`src/rtl/adc_link_init_seq.sv`:
```
module adc_link_init_seq #(
  parameter int NUM_ADC = 2,
  parameter int NUM_SRC = 3,
  parameter int SEL_W   = 2,
  parameter int TIMEOUT = 64
) (
  input  logic               clk,
  input  logic               rst_n,
  input  logic               io_enable,
  input  logic [SEL_W-1:0]   clk_sel,
  input  logic               force_init,
  input  logic [NUM_SRC-1:0] src_clk,
  input  logic               pll_locked,
  input  logic               deser_done,
  input  logic               cal_done,
  input  logic               align_done,
  input  logic [NUM_ADC-1:0] win_short,
  output logic               pll_rst,
  output logic               deser_rst,
  output logic               cal_req,
  output logic               align_req,
  output logic               adc_reg_reset,
  output logic               init_done,
  output logic [NUM_ADC-1:0] adc_err,
  output logic               pll_unlocked,
  output logic               phase_timeout,
  output logic               sample_clk
);
  localparam int TW = $clog2(TIMEOUT + 1);

  typedef enum logic [3:0] {
    S_IDLE, S_PLL_RST, S_PLL_WAIT, S_DESER, S_CAL, S_ALIGN, S_CLR, S_DONE, S_FAIL
  } state_t;

  state_t           state, nxt;
  logic [TW-1:0]    tmr;
  logic             io_q;
  logic [SEL_W-1:0] sel_q;
  logic             io_rise, start, waiting, got;
  logic             src_pick;

  assign io_rise = io_enable & ~io_q;
  assign start   = io_rise | (clk_sel != sel_q) | force_init;

  assign pll_rst   = (state == S_PLL_RST);
  assign deser_rst = (state == S_DESER);
  assign cal_req   = (state == S_CAL);
  assign align_req = (state == S_ALIGN);
  assign init_done = (state == S_DONE);

  assign waiting = (state == S_PLL_WAIT) || deser_rst || cal_req || align_req;

  always_comb begin
    got = 1'b0;
    nxt = state;
    case (state)
      S_PLL_RST:  nxt = S_PLL_WAIT;
      S_PLL_WAIT: begin got = pll_locked; if (got) nxt = S_DESER; end
      S_DESER:    begin got = deser_done; if (got) nxt = S_CAL;   end
      S_CAL:      begin got = cal_done;   if (got) nxt = S_ALIGN; end
      S_ALIGN:    begin got = align_done; if (got) nxt = S_CLR;   end
      S_CLR:      nxt = S_DONE;
      default:    nxt = state;
    endcase
    if (waiting && !got && tmr == TW'(TIMEOUT - 1)) nxt = S_FAIL;
  end

  always_ff @(posedge clk) begin
    if (!rst_n) begin
      state         <= S_IDLE;
      tmr           <= '0;
      io_q          <= 1'b0;
      sel_q         <= '0;
      adc_reg_reset <= 1'b0;
      phase_timeout <= 1'b0;
    end else begin
      io_q          <= io_enable;
      sel_q         <= clk_sel;
      adc_reg_reset <= io_rise;
      if (start) begin
        state         <= S_PLL_RST;
        tmr           <= '0;
        phase_timeout <= 1'b0;
      end else if (nxt != state) begin
        state <= nxt;
        tmr   <= '0;
        if (nxt == S_FAIL) phase_timeout <= 1'b1;
      end else if (waiting) begin
        tmr <= tmr + 1'b1;
      end
    end
  end

  always_ff @(posedge clk) begin
    if (!rst_n) begin
      adc_err      <= '0;
      pll_unlocked <= 1'b0;
    end else if (state == S_CLR) begin
      adc_err      <= '0;
      pll_unlocked <= 1'b0;
    end else if (init_done) begin
      adc_err <= adc_err | win_short;
      if (!pll_locked) pll_unlocked <= 1'b1;
    end
  end

  assign src_pick   = (int'(clk_sel) < NUM_SRC) ? src_clk[clk_sel] : 1'b0;
  assign sample_clk = src_pick & pll_locked;

  // init_done falls right after a start
  a_r2_done_drops: assert property (@(posedge clk) disable iff (!rst_n)
    start |=> !init_done);
  // any start lands in the PLL reset phase
  a_r9_restart: assert property (@(posedge clk) disable iff (!rst_n)
    start |=> pll_rst);
  // never two handshakes at once
  a_r4_one_phase: assert property (@(posedge clk) disable iff (!rst_n)
    $onehot0({pll_rst, deser_rst, cal_req, align_req}));
  // register reset only follows an enable edge
  a_r3_regrst_src: assert property (@(posedge clk) disable iff (!rst_n)
    adc_reg_reset |-> ($past(io_enable) && !$past(io_q)));
  // error bits stay set outside the clear phase
  a_r5_sticky: assert property (@(posedge clk) disable iff (!rst_n)
    (state != S_CLR) |=> ((adc_err & $past(adc_err)) == $past(adc_err)));
  // loss of lock after bring-up latches the flag
  a_r6_unlock: assert property (@(posedge clk) disable iff (!rst_n)
    (init_done && !pll_locked) |=> pll_unlocked);
  // clock is quiet while unlocked
  a_r7_gate: assert property (@(posedge clk) disable iff (!rst_n)
    !pll_locked |-> !sample_clk);
  // a timed-out sequence never reports done
  a_r8_timeout: assert property (@(posedge clk) disable iff (!rst_n)
    phase_timeout |-> (!init_done && !deser_rst && !cal_req && !align_req));
endmodule

```
`config.mk`:
```
export PLATFORM = sky130hd
export DESIGN_NAME = adc_link_init_seq
export DESIGN_NICKNAME = d
export VERILOG_FILES = /design/src/rtl/adc_link_init_seq.sv
export SDC_FILE = /design/constraint.sdc
export NUM_CORES = 1
export LEC_CHECK = 0
export BUFFER_PORTS_ARGS = -buffer_cell sky130_fd_sc_hd__buf_2
export CORE_MARGIN = 4
export CORE_UTILIZATION = 45
export CTS_CLUSTER_DIAMETER = 200
export DETAILED_ROUTE_END_ITERATION = 16
export PLACE_DENSITY = 0.73
export REMOVE_ABC_BUFFERS = 1
export SYNTH_ARGS = -nofsm -noshare
export SYNTH_HDL_FRONTEND = slang
export SYNTH_SLANG_ARGS = --single-unit
```
`constraint.sdc`:
```
create_clock -name clk -period 2.1 [get_ports clk]
set_input_delay 0.42 -clock clk [delete_from_list [all_inputs] [get_ports clk]]
set_output_delay 0.42 -clock clk [all_outputs]
set_load 0.03 [all_outputs]
```
## Yosys cells after proc, flatten, opt, wreduce, memory -nomap -nowiden

Index checks and enable logic that the tools add are counted.
Widths: inputs -> output; s select.

| cells by class | value |
|---|---|
| bitwise logic cells | 8 |
| shift-type cells | 0 |
| multipliers | 0 |
| reduce and logical (&&, ||, !) cells | 12 |
| div/mod/pow operators | 0 |
| magnitude comparators | 2 |
| eq/ne operators | 11 |
| muxes and demuxes | 12 |
| add/subtract/negate cells | 1 |

Operators with widths:

| cell | number |
|---|---|
| $pmux 4 s6 | 1 |
| $mux 4 | 5 |
| $eq 4x3->1 const B | 4 |
| $eq 4x2->1 const B | 2 |
| $add 7x1->7 const B | 1 |
| $eq 7x6->1 const B | 1 |
| $eq 4x1->1 const B | 1 |
| $eq 4x4->1 const B | 1 |
| $mux 1 | 4 |
| $ne 4x4->1 | 1 |
| $pmux 1 s4 | 1 |
| $reduce_and 2->1 | 2 |
| $reduce_or 2->1 | 2 |
| $logic_or 1x1->1 | 3 |
| $lt 2x3->1 const B | 1 |
| $not 1->1 | 3 |
| $reduce_or 3->1 | 1 |
| $and 1x1->1 | 2 |
| $bmux 1 s2 | 1 |
| $logic_and 1x1->1 | 2 |
| $lt 2x2->1 const B | 1 |
| $ne 2x2->1 | 1 |
| $or 1x1->1 | 2 |
| $or 2x2->2 | 1 |
| 2 further kinds | 2 |

| word-level totals | value |
|---|---|
| bits in registers | 19 |
| bits in writable memories | 0 |
| memories kept | 0 |
| ROM bits | 0 |
| bits in latches | 0 |
| bits of input ports | 15 |
| word-level logic and storage cells | 55 |
| output and inout port bits | 11 |

## Logic depth before layout (Yosys ltp)

Gate-level depths: netlist of the first run.

| logic depth | value |
|---|---|
| depth after elaboration | 10 |
| gate-level depth with buffers | 6 |
| gate-level depth less buffers | 5 |

## Least setup slack after synthesis of the first run

No wires, ideal clock.

| path | value |
|---|---|
| kind | register to output |
| from | reg state[0] |
| to | out cal_req |
| setup slack | 110 ps |
| path buffers | 1 |
| cell stages (with the launch flop) | 3 |
| arrival | 1570 ps |
| required time | 1680 ps |
| path through | dfxtp_1 -> clkbuf_1 -> nor4b_1 |

| on the way | value |
|---|---|
| cells in the longest elaborated chain, start to end | 1 |

RTL lines:

| item | RTL line | source |
|---|---|---|
| from (decl) | 35 | `state_t state, nxt;` |
| from (signal assigned) | 85 | `state <= nxt;` |
| $eq 4x3->1 | 47 | `assign cal_req = (state == S_CAL);` |
| to (decl) | 20 | `output logic cal_req,` |

Every way passes these cells.

## Final worst setup path of the first run

| path | value |
|---|---|
| from | reg state[1] |
| to | out deser_rst |

| on the way | value |
|---|---|
| cells in the longest elaborated chain, start to end | 1 |

RTL lines:

| item | RTL line | source |
|---|---|---|
| $eq 4x2->1 | 46 | `assign deser_rst = (state == S_DESER);` |
| to (decl) | 19 | `output logic deser_rst,` |

Every way passes these cells.

==> impl_metrics.toml, run 1 <==
[logic_synthesis]
avgSynthCellArea_um2 = 9.68
synth_simple_gate_area_frac = 0.314
synth_common_cells = "dfxtp_1, nor2_1, a21oi_1, nor4_2, xnor2_1"
synth_ff_type = "dfxtp_1"
synthXorXnorAreaFrac = 0.0747
synth_compound_area_frac = 0.159
synth_edf_count = 0
synth_fa_ha_area_frac = 0.0119
synthCells = 109
synth_top_area_share = 0.361
ys_warn_count = 0
ys_types = 36
synth.cell_area_mm2 = 0.00105
yosysMostFrequentCell = "dfxtp_1"
async_flop_share = 0
synth_top_area_cell = "dfxtp_1"
synth_top_family_by_area = "simple AND/OR/NAND/NOR gates"
ys_ff_latch = 19
synthMuxAreaShare = 0.0190
ys_seq_area_frac = 0.361
synth_area_leaders = "dfxtp_1, nor4_2, xnor2_1"

[global_route]
grt_antenna_before_repair = 0
grt_pass1_wl_mm = 3.87
grt_start_max_net_pins = 16
overflow = 0
gr-usage-all-layers = 0.149
grt_pass1_vias = 906

[route]
firstDrtPassIters = 4
dr_wl_met2_mm = 1.05
post_drt_via_cell_ratio = 5.30
vias = 896
wl_met1_um = 958
routed.top_layer = "met4"
drtIter0Drc = 11
ant_nets = 0
drt_wl_total_mm = 2.12
drc = 0
wl_per_cell_um = 12.5
wl_met3_um = 91

[sta]
slew_violations = 0
timing.fmax_ghz = 0.509
finalCriticalPeriod_ns = 1.97
tightest_slew_ns = 0.480
tns_ns = 0
hold_violations = 0
hold-worst-slack_ns = 0.359
fin_crit_sh = 0.936
max_slew_margin = 0.680
skew_ns = 0.0149
finalSetupViolations = 0
rsz0062_at_grt = "false"

[layout]
drive_above_1_share = 0.376
diodes = 0
fin_util = 0.574
fin_nets = 158
area_delta_synth_final_pct = 20.3
finalInstanceArea_mm2 = 0.00127

[placed_design]
dp_hpwl_mm = 1.66
gp_congestion = 0.782
dpl_cell_area_mm2 = 0.00124
io_buffer_count = 25

[clocking]
clk_pin_slew_worst_paths_ns = 0.12
cts-htree-levels = 1
clk_latency_ns = 0.30
postCtsSetupRepairBufs = 0
cts_resized = 0
ctsRootBufferMaster = "clkbuf_4"
hold_buffers = 0
clk_path_buf_depth = 2
cts.sinks = 19
numCtsBuffers = 3
tritoncts = "done"

[worst_setup_path]
cpLargestDelayFamily = "flip-flops"
path_max_fanout = 15
critPathMaxStageDelay_ns = 0.64
crit_arrival_ns = 1.55
worstPathCellList = "and4bb_2, buf_2"
path_class = "reg2out"
crit_required_ns = 1.68
crit_buf_inv = 1
startpoint_type = "flip-flop"
slowest_stage = "dfxtp_1"
crit_path_end_kind = "output pin"

[floorplanning]
core_area_mm2 = 0.00221
die_w_um = 56.4
num_rows = 17
die_area_mm2 = 0.00318
io_pins = 26
start_util = 0.477
die_y_um = 56.4

[power]
p_per_area_mw_per_mm2 = 499
ir_drop_v = 0.000476
power.leakage_nw = 0.480
seq_power_share = 0.589
p_sw_w = 0.000163
p_int_w = 0.000470
pwr-share-comb = 0.120
power_switching_share = 0.258
clkPwrFrac = 0.291

[job]
maxCapViolCount = 0

[run_status]
outcome = "finished clean"

[hold_path]
hp-class = "in2reg"
## stage by stage
step	total power, W	setup slack, ns	std cells
finish	0.000633	0.134	169
global route	0.000663	0.0101	169
CTS	0.000643	0.136	169
detailed placement	0.000457	0.249	165
global placement	0.000456	0.238	165
floorplan	0.000424	0.0813	103
## sequential cells by signal (all words and copies together), names as in the netlist
name,count
adc_err,2
sel_q,2
adc_reg_reset,1
phase_timeout,1
tmr,7
pll_unlocked,1
io_q,1
state,4
## final timing paths
check / start / endpoint / slack, ns / cells past startpoint
hold reg to reg: phase_timeout / phase_timeout / 0.46 / 2
setup reg to reg: state[2] / state[0] / 0.20 / 5
setup / recovery: state[1] / deser_rst / 0.13 / 2
hold / removal: win_short[1] / adc_err[1] / 0.36 / 3
## routing by layer
metal,vias to the layer above,track usage
met5,-,0
met4,0,0.0407
met3,2,0.0345
met2,19,0.254
met1,416,0.187
li1,459,-
## power groups by stage
stage / Combinational (W) / Sequential [W] / Clock [W]
2_1_floorplan: 0.0000429 / 0.000381 / 0
4_1_cts: 0.0000764 / 0.000373 / 0.000193
3_5_place_dp: 0.0000761 / 0.000381 / 0
3_3_place_gp: 0.0000747 / 0.000381 / 0
6_report: 0.0000757 / 0.000373 / 0.000184
5_1_grt: 0.0000841 / 0.000374 / 0.000204
## cells by family (layout without fill, tap and decap cells)
logic type / Yosys count / count (layout)
fa+ha+maj: 1 / 1
compound gates: 20 / 20
mux: 2 / 2
buf+inv: 12 / 44
xor+xnor: 9 / 9
flops: 19 / 19
simple gates: 46 / 46
## worst register-to-register path, delay by kind of cell (launching register included)
kind / cells / cell delay, ns
flops: 1 / 0.61
simple gates: 2 / 0.60
compound gates: 2 / 0.41
buf+inv: 1 / 0.15
## layout by cell type, fill, tap and decap left out, drive strengths merged
cell type  synthesis  layout
nand3              2       2
a31oi              2       2
nand2b             3       3
and2               4       4
nor3               3       3
nand3b             2       2
mux2i              2       2
and3b              1       1
a211o              1       1
xnor2              7       7
a21boi             1       1
nor4               9       9
dfxtp             19      19
a221oi             1       1
nand2              5       5
o31ai              1       1
inv                6       6
a211oi             2       2
a2111oi            2       2
nor2              11      11
o21ai              1       1
xor2               2       2
and3               1       1
nor4b              3       3
a21oi              7       7
clkbuf             1       3
a31o               1       1
o32ai              1       1
and4bb             2       2
clkinv             0       1
buf                5      34
ha                 1       1
## area by class of cell
| cell class | instances | area [um2] |
|---|---|---|
| clock buffer | 3 | 22.5 |
| clock inverter | 1 | 5.00 |
| fill | 214 | 943 |
| inverter | 6 | 22.5 |
| multi-input combinational | 78 | 611 |
| sequential | 19 | 380 |
| tap | 28 | 35.0 |
| timing repair buffer | 34 | 193 |
Note: power is estimated with default switching activity, not from simulation.
==> inputs of run 2 (changes only) <==
--- a/config.mk
+++ b/config.mk
@@ -5,12 +5,14 @@
 export SDC_FILE = /design/constraint.sdc
 export NUM_CORES = 1
 export LEC_CHECK = 0
+export ABC_AREA = 1
 export BUFFER_PORTS_ARGS = -buffer_cell sky130_fd_sc_hd__buf_2
+export CORE_ASPECT_RATIO = 0.8
 export CORE_MARGIN = 4
 export CORE_UTILIZATION = 45
 export CTS_CLUSTER_DIAMETER = 200
 export DETAILED_ROUTE_END_ITERATION = 16
-export PLACE_DENSITY = 0.73
+export PLACE_DENSITY = 0.72
 export REMOVE_ABC_BUFFERS = 1
 export SYNTH_ARGS = -nofsm -noshare
 export SYNTH_HDL_FRONTEND = slang
==> impl_metrics.toml, run 2 <==
[clocking]
numCtsBuffers = 3
ctsRootBufferMaster = "clkbuf_4"
cts_resized = 0
clk_pin_slew_worst_paths_ns = 0.12
clk_latency_ns = 0.30
cts.sinks = 19
clk_path_buf_depth = 2
postCtsSetupRepairBufs = 0
tritoncts = "done"
hold_buffers = 0
cts-htree-levels = 1

[floorplanning]
start_util = 0.467
core_area_mm2 = 0.00244
die_y_um = 53.0
die_w_um = 64.3
io_pins = 26
die_area_mm2 = 0.00341
num_rows = 16

[logic_synthesis]
ys_ff_latch = 19
avgSynthCellArea_um2 = 7.55
async_flop_share = 0
synth.cell_area_mm2 = 0.00114
ys_warn_count = 0
ys_types = 27
synth_ff_type = "dfxtp_1"
yosysMostFrequentCell = "nand2_1"
synth_area_leaders = "dfxtp_1, nand2_1, inv_1"
synth_top_area_share = 0.334
synth_top_area_cell = "dfxtp_1"
ys_seq_area_frac = 0.334
synth_edf_count = 0
synthCells = 151
synth_common_cells = "nand2_1, inv_1, dfxtp_1, nor2_1, nor2_2"

[layout]
top_register = "tmr"
finalInstanceArea_mm2 = 0.00133
final_common_cell = "nand2_1"
fin_nets = 196
drive_above_1_share = 0.341
final_cell_mix = "nand2_1, buf_2, inv_1"
top_regs = "tmr (7), state (4)"
area_delta_synth_final_pct = 16.6
diodes = 0
largest_reg_flops = 7
fill_cells = 260

[power]
ir_drop_v = 0.000456
power_switching_share = 0.272
p_per_area_mw_per_mm2 = 483
seq_power_share = 0.578
power.leakage_nw = 0.631
pwr-share-comb = 0.117
p_int_w = 0.000467
clkPwrFrac = 0.304
p_sw_w = 0.000175

[placed_design]
dp_hpwl_mm = 1.82
dpl_cell_area_mm2 = 0.00130
gp_congestion = 0.907
io_buffer_count = 25
place_ws_ns = 0.465

[sta]
skew_ns = 0.00268
fin_ws_ns = 0.129
rsz0062_at_grt = "false"
slew_violations = 0
max_slew_margin = 0.791
tns_ns = 0
finalCriticalPeriod_ns = 1.97
finalSetupViolations = 0
timing.fmax_ghz = 0.507
tightest_slew_ns = 0.314
hold_violations = 0
fin_crit_sh = 0.938

[worst_setup_path]
crit_path_frequent_cell = "inv_1"
crit_arrival_ns = 1.55
path_class = "reg2out"
worstPathCellList = "inv_1, nor2_4, inv_1, nor2_1, buf_2"
critPathMaxStageDelay_ns = 0.44
crit_required_ns = 1.68
path_max_fanout = 6
startpoint_type = "flip-flop"
crit_path_end_kind = "output pin"
slowest_stage = "dfxtp_1"

[global_route]
grt_antenna_before_repair = 0
grt_pass1_wl_mm = 4.10
grt_pass1_vias = 971
grt_start_max_net_pins = 13
gr-usage-all-layers = 0.150
overflow = 0

[route]
wl_per_cell_um = 10.4
firstDrtPassIters = 4
drc = 0
post_drt_via_cell_ratio = 4.70
vias = 1010
drtIter0Drc = 78
ant_nets = 0
drt_wl_total_mm = 2.23

[hold_path]
hp-class = "in2reg"

[run_status]
outcome = "finished clean"

[job]
maxCapViolCount = 0
==> run 2: path summary, 6_finish.rpt <==
kind	from	to	slack, ns	depth (start not counted)
max reg2reg	state[1]	tmr[5]	0.44	10
max	state[2]	init_done	0.13	5
min reg2reg	io_q	adc_reg_reset	0.42	1
min	clk_sel[1]	sel_q[1]	0.33	3
==> run 2: critical path, delay by kind of cell (launching register included) <==
family	cells	cell delay, ns
buf+inv	3	0.46
flops	1	0.44
simple gates	2	0.35
==> run 2: layout make-up <==
| class | instances | area [um2] | share of cell area |
|---|---|---|---|
| repair buffers | 25 | 125 | 0.0942 |
| multi-input cells | 106 | 654 | 0.492 |
| clock buffers | 3 | 22.5 | 0.0169 |
| well taps | 36 | 45.0 | 0.0339 |
| flip-flops and latches | 19 | 380 | 0.286 |
| clock inverters | 1 | 7.51 | 0.00565 |
| inverters | 25 | 93.8 | 0.0706 |
==> run 2: cells by family (layout without fill, tap and decap cells) <==
group	Yosys count	after routing	share of synthesized area
xor+xnor	6	6	0.0461
simple gates	86	86	0.435
mux	1	1	0.00878
buf+inv	26	54	0.0922
flops	19	19	0.334
fa+ha+maj	1	1	0.0110
compound gates	12	12	0.0736
==> run 2: routing by layer <==
metal | global-route usage | wire [um]
met5 | 0 | 0
met4 | 0.0316 | 13
met3 | 0.0425 | 137
met2 | 0.265 | 1030
met1 | 0.183 | 1050
==> run 2: per-stage QoR <==
stage	instances	utilization	total power, W	hold slack (ns)
2_1_floorplan	150	-	0.000426	0.391
3_3_place_gp	211	0.532	0.000453	0.400
3_5_place_dp	211	0.532	0.000455	0.411
4_1_cts	215	0.544	0.000651	0.319
5_1_grt	215	0.544	0.000674	0.334
6_report	215	0.544	0.000642	0.332
==> run 2: power groups by stage <==
stage               combinational, W  clock (W)  sequential, W
global route               0.0000851   0.000216       0.000373
detailed placement         0.0000755          0       0.000379
floorplan                  0.0000457          0       0.000381
finish                     0.0000754   0.000196       0.000371
global placement           0.0000740          0       0.000379
CTS                        0.0000759   0.000204       0.000371
==> inputs of run 3 (changes only) <==
--- a/config.mk
+++ b/config.mk
@@ -5,14 +5,14 @@
 export SDC_FILE = /design/constraint.sdc
 export NUM_CORES = 1
 export LEC_CHECK = 0
-export ABC_AREA = 1
+export ABC_CLOCK_PERIOD_IN_PS = 2100
 export BUFFER_PORTS_ARGS = -buffer_cell sky130_fd_sc_hd__buf_2
 export CORE_ASPECT_RATIO = 0.8
 export CORE_MARGIN = 4
-export CORE_UTILIZATION = 45
+export CORE_UTILIZATION = 39
 export CTS_CLUSTER_DIAMETER = 200
 export DETAILED_ROUTE_END_ITERATION = 16
-export PLACE_DENSITY = 0.72
+export PLACE_DENSITY = 0.65
 export REMOVE_ABC_BUFFERS = 1
 export SYNTH_ARGS = -nofsm -noshare
 export SYNTH_HDL_FRONTEND = slang
==> impl_metrics.toml, run 3 (synthesized netlist as in run 1, its figures left out) <==
[sta]
timing.fmax_ghz = 0.509
hold-worst-slack_ns = 0.332
rsz0062_at_grt = "false"
finalCriticalPeriod_ns = 1.97
slew_violations = 0
tightest_slew_ns = 0.621
max_slew_margin = 0.583
skew_ns = 0.00466
finalSetupViolations = 0
tns_ns = 0
hold_violations = 0
fin_crit_sh = 0.936

[worst_setup_path]
crit_arrival_ns = 1.55
startpoint_type = "flip-flop"
worstPathCellList = "and4bb_2, buf_2"
crit_path_end_kind = "output pin"
crit_required_ns = 1.68
ff2ff_setup_slack_ns = 0.18
path_max_fanout = 15
timing.rr.end = "state[0]"
critPathMaxStageDelay_ns = 0.61
timing.rr.start = "state[2]"
cpLargestDelayFamily = "flip-flops"
worst-r2r-cell-count = 5
slowest_stage = "dfxtp_1"
crit_buf_inv = 1
path_class = "reg2out"

[layout]
area_delta_synth_final_pct = 18.3
finalInstanceArea_mm2 = 0.00125
final_common_cell = "buf_2"
drive_above_1_share = 0.350
top_register = "tmr"
final_cell_mix = "buf_2, dfxtp_1, nor2_1"
largest_reg_flops = 7
top_regs = "tmr (7), state (4)"
fin_nets = 154
diodes = 0

[clocking]
cts_resized = 0
cts-htree-levels = 1
clk_latency_ns = 0.30
clk_path_buf_depth = 2
numCtsBuffers = 3
postCtsSetupRepairBufs = 0
tritoncts = "done"
clk_pin_slew_worst_paths_ns = 0.11
ctsRootBufferMaster = "clkbuf_4"
cts.sinks = 19
hold_buffers = 0

[global_route]
grt_pass1_wl_mm = 3.84
grt_antenna_before_repair = 0
use_met3 = 0.0513
use_met2 = 0.234
grt_pass1_vias = 871
grtUsageMet1 = 0.174
grt_start_max_net_pins = 16
overflow = 0
gr-max-usage-layer = "met2"
gr-usage-all-layers = 0.141

[power]
power.leakage_nw = 0.457
power.total_w = 0.000634
p_per_area_mw_per_mm2 = 508
ir_drop_v = 0.000285

[placed_design]
io_buffer_count = 25
dp_hpwl_mm = 1.81
gp_congestion = 0.820
dpl_cell_area_mm2 = 0.00122

[floorplanning]
core_area_mm2 = 0.00252
die_area_mm2 = 0.00361
die_w_um = 66.1
die_y_um = 54.5
num_rows = 16
io_pins = 26
start_util = 0.418

[route]
vias = 889
firstDrtPassIters = 4
drtIter0Drc = 31
drc = 0
ant_nets = 0
post_drt_via_cell_ratio = 5.14
drt_wl_total_mm = 2.30
wl_per_cell_um = 13.3

[hold_path]
hp-class = "in2reg"
hp-start = "win_short[0]"
hold-path-endpoint = "adc_err[0]"
whs_path_depth = 3

[run_status]
outcome = "finished clean"

[job]
maxCapViolCount = 0
==> run 3: cell types whose count changed in the layout (fill, tap and decap cells not counted), moves of 3 or more <==
cell      delta
inv_1       -17
nor2_4       -3
nand2_2      -5
nand3_1      -3
and2_1       +4
nand2b_1     +3
buf_4        +5
nor4_2       +7
nand2_4      -3
nand2_1     -24
nor2_1       -5
nor2_2       -8
nand3_2      -6
==> run 3: worst max-delay path by stage <==
stage	from	end	slack [ns]	cells after the start
floorplan	state[3]	state[0]	0.08	4
global placement	state[2]	state[0]	0.28	5
detailed placement	state[2]	state[0]	0.21	5
CTS	state[1]	deser_rst	0.12	2
global route	state[1]	deser_rst	0.02	2
finish	state[1]	deser_rst	0.13	2
==> run 3: metrics by stage <==
stage	utilization	setup slack (ns)	cells
5_1_grt	0.495	0.0203	173
3_5_place_dp	0.484	0.214	169
6_report	0.495	0.135	173
3_3_place_gp	0.484	0.275	169
2_1_floorplan	-	0.0813	103
4_1_cts	0.495	0.124	173
==> run 3: layout make-up <==
cell class	instances	area (um2)
Clock buffer	4	26.3
Multi-Input combinational cell	78	611
Inverter	6	22.5
Sequential cell	19	380
Timing Repair Buffer	30	163
Tap cell	36	45.0
Fill cell	249	1270
==> run 3: tightest hold or removal path, cell delays in order <==
cell and delay [ns]:
buf_2 0.07, a21oi_1 0.05, nor2_1 0.07
==> run 3: power breakdown <==
part | switching, W | internal, W | total, W
clock network | 0.000114 | 0.0000741 | 0.000188
registers | 0.00000692 | 0.000366 | 0.000373
logic | 0.0000429 | 0.0000305 | 0.0000734
==> run 3: metal layers <==
metal / up-vias / routed length, um
li1: 453 / -
met1: 405 / 1130
met2: 29 / 1010
met5: - / 0
met3: 2 / 145
met4: 0 / 12
